[src/rtl/cfg_sync_pkg.sv]
`timescale 1ns/1ps
package cfg_sync_pkg;
  localparam int unsigned ADDR_W = 10;
  localparam int unsigned DATA_W = 16;
  localparam int unsigned GAIN_W = 8;

  typedef enum logic [1:0] {
    MOD_VECTOR  = 2'b00,
    MOD_FM_POST = 2'b01,
    MOD_FM_PRE  = 2'b10
  } mod_sel_e;

  localparam logic [ADDR_W-1:0] A_TIME_LO = 10'd2;
  localparam logic [ADDR_W-1:0] A_TIME_HI = 10'd3;
  localparam logic [ADDR_W-1:0] A_MODE    = 10'd16;
  localparam logic [ADDR_W-1:0] A_GAIN    = 10'd17;
  localparam logic [ADDR_W-1:0] A_SOFTRST = 10'd21;
  localparam logic [ADDR_W-1:0] A_SYNCCFG = 10'd22;
endpackage

[src/rtl/cfg_edge_sync.sv]
`timescale 1ns/1ps
module cfg_edge_sync #(
  parameter int unsigned STAGES = 2
) (
  input  logic clk_i,
  input  logic rst_ni,
  input  logic d_i,
  input  logic fall_sel_i,
  output logic edge_o
);
  logic [STAGES-1:0] stage_q;
  logic              prev_q;

  generate
    for (genvar g = 0; g < STAGES; g++) begin : g_stage
      if (g == 0) begin : g_first
        always_ff @(posedge clk_i or negedge rst_ni)
          if (!rst_ni) stage_q[g] <= 1'b0;
          else         stage_q[g] <= d_i;
      end else begin : g_next
        always_ff @(posedge clk_i or negedge rst_ni)
          if (!rst_ni) stage_q[g] <= 1'b0;
          else         stage_q[g] <= stage_q[g-1];
      end
    end
  endgenerate

  always_ff @(posedge clk_i or negedge rst_ni)
    if (!rst_ni) prev_q <= 1'b0;
    else         prev_q <= stage_q[STAGES-1];

  // edge seen on the synchronized level only
  assign edge_o = fall_sel_i ? (prev_q & ~stage_q[STAGES-1])
                             : (~prev_q & stage_q[STAGES-1]);
endmodule

[src/rtl/cfg_reg_file.sv]
`timescale 1ns/1ps
module cfg_reg_file
  import cfg_sync_pkg::*;
#(
  parameter int unsigned AW = ADDR_W,
  parameter int unsigned DW = DATA_W,
  parameter int unsigned GW = GAIN_W
) (
  input  logic            clk_i,
  input  logic            rst_ni,
  input  logic            wr_evt_i,
  input  logic            ce_i,
  input  logic [AW-1:0]   addr_i,
  input  logic [DW-1:0]   data_i,
  output logic            soft_rst_o,
  output logic            time_lo_wr_o,
  output logic [1:0]      mode_o,
  output logic [GW-1:0]   gain_o,
  output logic            pol_o,
  output logic [2*DW-1:0] timing_word_o,
  output logic            coef_we_o,
  output logic [AW-2:0]   coef_addr_o,
  output logic [DW-1:0]   coef_data_o
);
  logic            hit;
  logic            coef_hit;
  logic            mode_ok;
  logic [1:0]      mode_q;
  logic [GW-1:0]   gain_q;
  logic            pol_q;
  logic [2*DW-1:0] tword_q;

  assign hit          = wr_evt_i & ce_i;
  assign coef_hit     = hit & addr_i[AW-1];
  assign soft_rst_o   = hit & (addr_i == A_SOFTRST);
  assign time_lo_wr_o = hit & (addr_i == A_TIME_LO);
  assign mode_ok      = (data_i[1:0] == MOD_VECTOR) || (data_i[1:0] == MOD_FM_POST)
                     || (data_i[1:0] == MOD_FM_PRE);

  always_ff @(posedge clk_i or negedge rst_ni) begin
    if (!rst_ni) begin
      mode_q  <= '0;
      gain_q  <= '0;
      pol_q   <= 1'b0;
      tword_q <= '0;
    end else if (soft_rst_o) begin
      mode_q  <= '0;
      gain_q  <= '0;
      pol_q   <= 1'b0;
      tword_q <= '0;
    end else if (hit && !addr_i[AW-1]) begin
      unique case (addr_i)
        A_MODE:    if (mode_ok) mode_q <= data_i[1:0];
        A_GAIN:    gain_q <= data_i[GW-1:0];
        A_SYNCCFG: pol_q  <= data_i[0];
        A_TIME_LO: tword_q[DW-1:0]    <= data_i;
        A_TIME_HI: tword_q[2*DW-1:DW] <= data_i;
        default: ;
      endcase
    end
  end

  always_ff @(posedge clk_i or negedge rst_ni) begin
    if (!rst_ni) begin
      coef_we_o   <= 1'b0;
      coef_addr_o <= '0;
      coef_data_o <= '0;
    end else begin
      coef_we_o <= coef_hit;
      if (coef_hit) begin
        coef_addr_o <= addr_i[AW-2:0];
        coef_data_o <= data_i;
      end
    end
  end

  assign mode_o        = mode_q;
  assign gain_o        = gain_q;
  assign pol_o         = pol_q;
  assign timing_word_o = tword_q;

  p_mode_legal_r3: assert property (@(posedge clk_i) disable iff (!rst_ni)
    mode_q != 2'b11);
  p_soft_clear_r9: assert property (@(posedge clk_i) disable iff (!rst_ni)
    soft_rst_o |=> (mode_q == '0 && gain_q == '0 && tword_q == '0 && !pol_q));
  p_ce_gate_r2: assert property (@(posedge clk_i) disable iff (!rst_ni)
    (wr_evt_i && !ce_i) |=> ($stable(mode_q) && $stable(gain_q) && $stable(tword_q) && !coef_we_o));
  p_coef_pulse_r10: assert property (@(posedge clk_i) disable iff (!rst_ni)
    coef_we_o |=> !coef_we_o);
endmodule

[src/rtl/cfg_sync_gen.sv]
`timescale 1ns/1ps
module cfg_sync_gen (
  input  logic clk_i,
  input  logic rst_ni,
  input  logic soft_rst_i,
  input  logic pin_edge_i,
  input  logic wr_sync_i,
  output logic run_o,
  output logic sync_o
);
  logic sync_evt;
  logic run_q;
  logic sync_q;

  // reset write wins over a coincident pin edge
  assign sync_evt = (pin_edge_i | wr_sync_i) & ~soft_rst_i;

  always_ff @(posedge clk_i or negedge rst_ni) begin
    if (!rst_ni) begin
      run_q  <= 1'b0;
      sync_q <= 1'b0;
    end else begin
      sync_q <= sync_evt;
      if (soft_rst_i)    run_q <= 1'b0;
      else if (sync_evt) run_q <= 1'b1;
    end
  end

  assign run_o  = run_q;
  assign sync_o = sync_q;

  p_sync_follow_r8: assert property (@(posedge clk_i) disable iff (!rst_ni)
    sync_evt |=> (sync_o && run_o));
  p_sync_cause_r8: assert property (@(posedge clk_i) disable iff (!rst_ni)
    sync_o |-> $past(sync_evt));
  p_run_start_r5: assert property (@(posedge clk_i) disable iff (!rst_ni)
    $rose(run_q) |-> $past(sync_evt));
  p_soft_halt_r9: assert property (@(posedge clk_i) disable iff (!rst_ni)
    soft_rst_i |=> !run_o);
endmodule

[src/rtl/cfg_sync_ctrl.sv]
`timescale 1ns/1ps
module cfg_sync_ctrl
  import cfg_sync_pkg::*;
#(
  parameter int unsigned SYNC_STAGES = 2
) (
  input  logic                clk_i,
  input  logic                rst_ni,
  input  logic                wr_i,
  input  logic                ce_i,
  input  logic [ADDR_W-1:0]   addr_i,
  input  logic [DATA_W-1:0]   data_i,
  input  logic                sync_i,
  output logic [1:0]          mode_o,
  output logic [GAIN_W-1:0]   gain_o,
  output logic [2*DATA_W-1:0] timing_word_o,
  output logic                run_o,
  output logic                sync_o,
  output logic                coef_we_o,
  output logic [ADDR_W-2:0]   coef_addr_o,
  output logic [DATA_W-1:0]   coef_data_o
);
  logic wr_evt;
  logic pin_evt;
  logic pol;
  logic soft_rst;
  logic time_lo_wr;

  cfg_edge_sync #(.STAGES(SYNC_STAGES)) i_wr_sync (
    .clk_i(clk_i), .rst_ni(rst_ni), .d_i(wr_i), .fall_sel_i(1'b0), .edge_o(wr_evt)
  );

  cfg_edge_sync #(.STAGES(SYNC_STAGES)) i_pin_sync (
    .clk_i(clk_i), .rst_ni(rst_ni), .d_i(sync_i), .fall_sel_i(pol), .edge_o(pin_evt)
  );

  cfg_reg_file #(.AW(ADDR_W), .DW(DATA_W), .GW(GAIN_W)) i_regs (
    .clk_i(clk_i), .rst_ni(rst_ni), .wr_evt_i(wr_evt), .ce_i(ce_i),
    .addr_i(addr_i), .data_i(data_i),
    .soft_rst_o(soft_rst), .time_lo_wr_o(time_lo_wr),
    .mode_o(mode_o), .gain_o(gain_o), .pol_o(pol), .timing_word_o(timing_word_o),
    .coef_we_o(coef_we_o), .coef_addr_o(coef_addr_o), .coef_data_o(coef_data_o)
  );

  cfg_sync_gen i_sync (
    .clk_i(clk_i), .rst_ni(rst_ni), .soft_rst_i(soft_rst), .pin_edge_i(pin_evt),
    .wr_sync_i(time_lo_wr), .run_o(run_o), .sync_o(sync_o)
  );
endmodule

[config.mk]
export PLATFORM = sky130hd
export DESIGN_NAME = cfg_sync_ctrl
export DESIGN_NICKNAME = d
export VERILOG_FILES = /design/src/rtl/cfg_sync_pkg.sv /design/src/rtl/cfg_edge_sync.sv /design/src/rtl/cfg_reg_file.sv /design/src/rtl/cfg_sync_gen.sv /design/src/rtl/cfg_sync_ctrl.sv
export SDC_FILE = /design/constraint.sdc
export NUM_CORES = 1
export LEC_CHECK = 0
export BUFFER_PORTS_ARGS = -buffer_cell sky130_fd_sc_hd__buf_2
export CAP_MARGIN = 5
export CORE_MARGIN = 2
export CORE_UTILIZATION = 47
export DETAILED_ROUTE_END_ITERATION = 10
export GPL_ROUTABILITY_DRIVEN = 1
export PLACE_DENSITY = 0.72
export SLEW_MARGIN = 20
export SYNTH_ARGS = -nofsm -noshare
export SYNTH_HDL_FRONTEND = slang
export SYNTH_SLANG_ARGS = --single-unit
export TNS_END_PERCENT = 30
[constraint.sdc]
create_clock -name clk_i -period 4.1 [get_ports clk_i]
set_input_delay 0.41 -clock clk_i [delete_from_list [all_inputs] [get_ports clk_i]]
set_output_delay 0.41 -clock clk_i [all_outputs]
set_load 0.02 [all_outputs]
Yosys cells after proc, flatten, opt, wreduce, memory -nomap -nowiden. Index checks and enable logic that the tools add are counted.

Equal/unequal tests: 8. Multiplexer cells: 17. Bitwise gates (word level): 13. Reduce and logical (&&, ||, !) cells: 18.

Operators by type and width (count): $mux W32 (2); $eq A10 B5 Y1 const B (4); $mux W16 (2); $mux W8 (3); $eq A10 B2 Y1 const B (2); $reduce_bool A2 Y1 (8); $and A1 B1 Y1 (8); $mux W2 (4); $reduce_and A2 Y1 (4); $mux W1 (6); $not A1 Y1 (4); $reduce_and A3 Y1 (1); $eq A2 B1 Y1 const B (1); $eq A2 B2 Y1 const B (1); $logic_not A2 Y1 (1); $logic_or A1 B1 Y1 (2); $logic_and A1 B1 Y1 (1); $logic_not A1 Y1 (1); $or A1 B1 Y1 (1).

Register bits after elaboration: 77. Bits of input ports: 31. Output and inout port bits: 70.

Longest topological paths before layout.
Word-level depth: 8. Gate-level depth with buffers: 6. Depth with buffers taken out: 4.

Hierarchy. From an unflattened synthesis, not the netlist that was laid out.

Cells, all modules: 234. Area total of the unflattened synthesis: 3119.2 um2.

Modules (own cells, without submodules): cfg_reg_file (times used 1, cells an instance 215, area each 2854.0 um2, seq. area each 1726.7 um2); cfg_edge_sync (times used 2, cells an instance 6, area each 97.6 um2, seq. area each 75.1 um2); cfg_sync_gen (times used 1, cells an instance 6, area each 66.3 um2, seq. area each 50.0 um2); cfg_sync_ctrl (times used 1, cells an instance 1, area each 3.8 um2, seq. area each 0.0 um2).

Worst setup path before layout. OpenSTA, ideal clock, no wires.

Path type: input to register. Start: input port addr_i[3]. End: register i_regs.tword_q[10], in the netlist i_regs.timing_word_o[10]. Arrival time: 1390 ps. Required time: 3982 ps. Path slack: 2591 ps. Stages: 6. Path through: and4bb_1 buf_2 nand4_4 buf_6 mux2i_1 nor2_1.

Longest elaborated chain between the ends: 4. Elaborated cells on any way between the ends: 7.

Ends and longest elaborated chain: from (decl) (RTL line cfg_sync_ctrl.sv:11) `input logic [ADDR_W-1:0] addr_i,`; $eq A10 B5 Y1 (RTL line cfg_reg_file.sv:35) `assign soft_rst_o = hit & (addr_i == A_SOFTRST);`; $and A1 B1 Y1 (RTL line cfg_reg_file.sv:35); $reduce_bool A2 Y1 (no source line); $reduce_and A2 Y1 (no source line); to (signal, indexed assignment) (RTL line cfg_reg_file.sv:56) `A_TIME_LO: tword_q[DW-1:0] <= data_i;`; to (signal, indexed assignment) (RTL line cfg_reg_file.sv:57) `A_TIME_HI: tword_q[2*DW-1:DW] <= data_i;`; to (decl) (RTL line cfg_reg_file.sv:31) `logic [2*DW-1:0] tword_q;`.

Parallel ways exist; a longest one is shown, timed or not. A chain may end at the register's enable or synchronous reset.

Worst setup path after layout.
Start: register i_wr_sync.prev_q. End: register i_regs.tword_q[26], in the netlist i_regs.timing_word_o[26].

Longest elaborated chain between the ends: 6. Elaborated cells on any way between the ends: 9.

Ends and longest elaborated chain: from (decl) (RTL line cfg_edge_sync.sv:12) `logic prev_q;`; from (signal assigned) (RTL line cfg_edge_sync.sv:30) `else prev_q <= stage_q[STAGES-1];`; $not A1 Y1 (*) (RTL line cfg_edge_sync.sv:34) `: (~prev_q & stage_q[STAGES-1]);`; $and A1 B1 Y1 (*) (RTL line cfg_edge_sync.sv:34); $and A1 B1 Y1 (*) (RTL line cfg_reg_file.sv:33) `assign hit = wr_evt_i & ce_i;`; $and A1 B1 Y1 or $logic_and A1 B1 Y1 (tied branches) (RTL line cfg_reg_file.sv:35, cfg_reg_file.sv:51); $reduce_bool A2 Y1 (no source line); $reduce_and A2 Y1 (no source line).

Mark *: on every way between the ends. The rest lies on a longest branch, timed or not.

==> out/qor_table.md <==
| Metric | Reported | Unit |
|---|---|---|
| Post-Place Cell Area | 0.00366 | mm² |
| # Post-CTS Setup Buffers | 0 | - |
| Hold Crit Class | primary input to flip-flop | - |
| Layout-stage area growth over the synthesis result | 23.5 | % |
| Starting utilization of the core area | 49.0 | % |
| Clock buffers created by TritonCTS | 9 | - |
| Kind of start point of the critical path | flip-flop | - |
| Portion of total power attributed to the clock network | 37.5 | % |
| Yosys warnings | 0 | - |
| Fraction of power consumed by sequential logic | 49.7 | % |
| Max Buffers Root-to-Sink | 2 | - |
| Critical Path, Cell by Cell | and4bb_1 > nand4_1 > nor2_4 > nor2_1 | - |
| Die Span X | 85.8 | µm |
| Pin count of the biggest net entering global routing | 78 | - |
| Switching share of power | 26.3 | % |
| Cell Count Post-Placement | 455 | - |
| R2r endpoint | i_regs.timing_word_o[26] | - |
| Post-route ant nets | 0 | - |
| Vias per cell | 5.06 | - |
| Syn Area/Cell | 10.8 | µm² |
| Total iterations of the first detailed-routing run | 8 | - |
| Worst Slack Setup Final | 1.96 | ns |
| Class of the most critical setup path | flip-flop to flip-flop | - |
| Global-route wire length before repair | 11.4 | mm |
| Unrepaired setup endpoints after global routing | no | - |
| Die ar. | 0.00736 | mm² |
| Logic gate share of total power | 12.7 | % |
| Post-route clock skew | 0.00682 | ns |
| Final estimated routing congestion in global placement | 0.749 | - |
| Syn_nets | 322 | - |
| Worst setup path start | i_wr_sync.prev_q | - |
| Total half-perimeter wirelength after legalization and detailed placement | 4.66 | mm |
| Site Rows | 29 | - |
| Final non-filler cell total | 471 | - |
| Share of the core filled with cells | 60.5 | % |
| I/O pin cnt | 101 | - |
| Final count of pins violating max slew | 0 | - |
| Via count | 2385 | - |
| Kind of end point of the critical path | flip-flop | - |
| Clk pin slew, worst setup/hold paths | 0.08 | ns |
| Pre-CTS setup slack | 1.84 | ns |
| Crit Reg-Reg Startpoint | i_wr_sync.prev_q | - |
| Total negative slack for setup checks | 0 | ns |
| Net count reported at finish | 420 | - |
| Launch point of the worst hold path | sync_i | - |
| Worst stage delay on the critical path | 0.79 | ns |
| Antenna cells | 0 | - |
| Final period demand of the worst path | 2.14 | ns |
| Tot Pwr | 1.68 | mW |
| Max Clock Freq | 0.467 | GHz |
| Clock net sink count | 77 | - |
| Worst hold slack | 0.176 | ns |
| Finish-stage setup viols | 0 | - |
| Violated checks | DRC | - |
| Required time reported for the critical path endpoint | 4.28 | ns |
| Net switching power | 441 | µW |
| Number of flip-flops and latches in the synthesized netlist | 77 | - |
| Tightest slew margin relative to the limit | 33.8 | % |
| Endpoint of the worst setup timing path | i_regs.timing_word_o[26] | - |
| Final worst-path cycle share | 52.2 | % |
| Power Dens Cells | 432 | mW/mm² |
| Design Area, Final | 0.00389 | mm² |
| Insertion delay of the later-clocked pin in the worst-skew pair | 0.35 | ns |
| Number of global-route vias before repair | 2320 | - |
| Antenna violations before repair | 0 | - |
| Register-to-Register Setup Slack | 1.96 | ns |
| Total overflow reported by the global router | 0 | - |
| Post-Syn Area | 0.00315 | mm² |
| Drt initial violations | 174 | - |
| Reg2Reg Depth | 4 | - |
| CTS Root Cell | sky130_fd_sc_hd__clkbuf_8 | - |
| Count of unresolved DRC violations after routing | 6 | - |
| H-tree lvl count | 3 | - |
| Overall routed net length | 6.96 | mm |
| Slowest-stage cell, CP | sky130_fd_sc_hd__nor2_4 | - |
| Synthesized instance count | 291 | - |
| Hold Fails Final Rpt | 0 | - |
| Core area | 0.00642 | mm² |
| Sequential fraction of the synthesis area | 61.3 | % |
| IO buf count | 100 | - |
| MaxCap Viol Count | 0 | - |
| GR Util All Layers | 20.1 | % |
| Cts repair resizes | 0 | - |
| Pin slew with the least headroom to its limit | 0.991 | ns |
| Count of hold-fix buffers inserted at cts | 0 | - |
| Result of the run | finished, violations left | - |
| Data arrival at the endpoint of the critical path | 2.32 | ns |
| Static Leak | 2.41 | nW |
| Internal Power | 1.24 | mW |
| Count of unique library cells instantiated by Yosys | 28 | - |
| Clock tree from TritonCTS | yes | - |
| Fraction of final layout cells with drive strength greater than 1 | 31.5 | % |
| WL/cell | 14.8 | µm |
| Critical path peak fanout | 45 | - |
| Die Span Y | 85.8 | µm |
| Peak supply drop | 195 | µV |
[power groups by stage]
| stage | combinational (mW) | sequential, mW | clock (mW) |
|---|---|---|---|
| floorplan | 0.0523 | 0.913 | 0 |
| global placement | 0.213 | 0.848 | 0 |
| finish | 0.214 | 0.835 | 0.630 |
| CTS | 0.217 | 0.835 | 0.654 |
| global route | 0.235 | 0.841 | 0.683 |
| detailed placement | 0.217 | 0.850 | 0 |
[worst max-delay path, delay by kind of cell, from the launching register on]
kind	cells	cell delay, ns
and+or+nand+nor	4	1.60
DFF	1	0.37
[kinds of logic after synthesis]
kind of cell	Yosys count	share of synthesized area, %
simple gates	148	22.4
flops	77	61.3
mux	33	10.5
buf+inv	17	3.22
compound gates	16	2.59
[synthesized netlist by cell type]
library cell                n  share of area [%]
sky130_fd_sc_hd__inv_1      2               0.24
sky130_fd_sc_hd__mux2i_1   33                 11
sky130_fd_sc_hd__inv_2      1               0.12
sky130_fd_sc_hd__nor2_1    35                4.2
sky130_fd_sc_hd__and4bb_1   1               0.40
sky130_fd_sc_hd__nand4_4    2                1.4
sky130_fd_sc_hd__nand4_1    4               0.80
sky130_fd_sc_hd__nand2_1   84                 10
sky130_fd_sc_hd__nor3b_4    1               0.60
sky130_fd_sc_hd__nand4b_1   1               0.28
sky130_fd_sc_hd__a21oi_1   12                1.9
sky130_fd_sc_hd__buf_2      3               0.48
sky130_fd_sc_hd__nor3_4     1               0.52
sky130_fd_sc_hd__nor4b_4    1               0.76
sky130_fd_sc_hd__nor3_1     1               0.16
sky130_fd_sc_hd__buf_4      5                1.2
sky130_fd_sc_hd__dfrtp_1   77                 61
sky130_fd_sc_hd__and3b_1    1               0.28
sky130_fd_sc_hd__o21ai_0    3               0.48
sky130_fd_sc_hd__clkbuf_1   4               0.48
sky130_fd_sc_hd__nor3b_1    2               0.48
sky130_fd_sc_hd__nand3_1   10                1.6
sky130_fd_sc_hd__o22ai_1    1               0.20
sky130_fd_sc_hd__nor2b_1    1               0.20
sky130_fd_sc_hd__buf_6      2               0.72
sky130_fd_sc_hd__nor2_4     1               0.36
sky130_fd_sc_hd__and4_1     1               0.28
sky130_fd_sc_hd__nand2b_1   1               0.20
[layout make-up]
type,count,area (µm²)
fillers,545,2540
clock buffers,10,138
multi-input cells,197,1120
repair buffers,101,510
well taps,77,96.3
inverters,3,11.3
flip-flops and latches,77,1930
clock inverters,6,86.3
[registers in the layout, summed over array words and instances, names as in the netlist]
signal and count:
i_regs.timing_word_o 32, i_regs.coef_data_o 16, i_regs.coef_addr_o 9, i_regs.gain_o 8, i_pin_sync.stage_q 2, i_regs.mode_o 2, i_wr_sync.stage_q 2, i_pin_sync.prev_q 1
i_regs.coef_we_o 1, i_regs.pol_o 1, i_sync.run_o 1, i_sync.sync_o 1, i_wr_sync.prev_q 1
[layout by cell type, fill, tap and decap left out]
cell,Yosys,layout
sky130_fd_sc_hd__nand2_1,84,84
sky130_fd_sc_hd__bufinv_16,0,2
sky130_fd_sc_hd__and4bb_1,1,1
sky130_fd_sc_hd__nor2b_1,1,1
sky130_fd_sc_hd__clkinvlp_4,0,1
sky130_fd_sc_hd__inv_2,1,1
sky130_fd_sc_hd__mux2i_1,33,33
sky130_fd_sc_hd__inv_1,2,2
sky130_fd_sc_hd__o22ai_1,1,1
sky130_fd_sc_hd__clkbuf_8,0,10
sky130_fd_sc_hd__a21oi_1,12,12
sky130_fd_sc_hd__nor3_1,1,1
sky130_fd_sc_hd__nor2_4,1,1
sky130_fd_sc_hd__clkinv_2,0,2
sky130_fd_sc_hd__buf_4,5,2
sky130_fd_sc_hd__clkinv_4,0,1
sky130_fd_sc_hd__nor3_4,1,1
sky130_fd_sc_hd__buf_2,3,99
sky130_fd_sc_hd__nand4_4,2,2
sky130_fd_sc_hd__and4_1,1,1
sky130_fd_sc_hd__nand2b_1,1,1
sky130_fd_sc_hd__nand4b_1,1,1
sky130_fd_sc_hd__nand4_1,4,4
sky130_fd_sc_hd__dfrtp_1,77,77
sky130_fd_sc_hd__nor4b_4,1,1
sky130_fd_sc_hd__nor3b_1,2,2
sky130_fd_sc_hd__and3b_1,1,1
sky130_fd_sc_hd__o21ai_0,3,3
sky130_fd_sc_hd__nor3b_4,1,1
sky130_fd_sc_hd__nand3_1,10,10
sky130_fd_sc_hd__nor2_1,35,35
[metal layers]
metal,track usage (%),wire length [µm],vias up
met5,0,0,-
met4,7.07,65,0
met3,6.64,382,7
met2,33.2,3550,67
met1,25.0,2960,1160
li1,-,-,1151
[worst min path at each step]
stage,end,slack (ns),cells past startpoint
after floorplan,i_pin_sync.prev_q,0.11,0
after global placement,i_wr_sync.stage_q[1],0.34,0
after detailed placement,i_pin_sync.stage_q[1],0.34,0
after CTS,i_pin_sync.stage_q[0],0.15,1
after global routing,i_wr_sync.stage_q[0],0.16,1
final,i_pin_sync.stage_q[0],0.18,1
(Power assumes the default switching activity.)
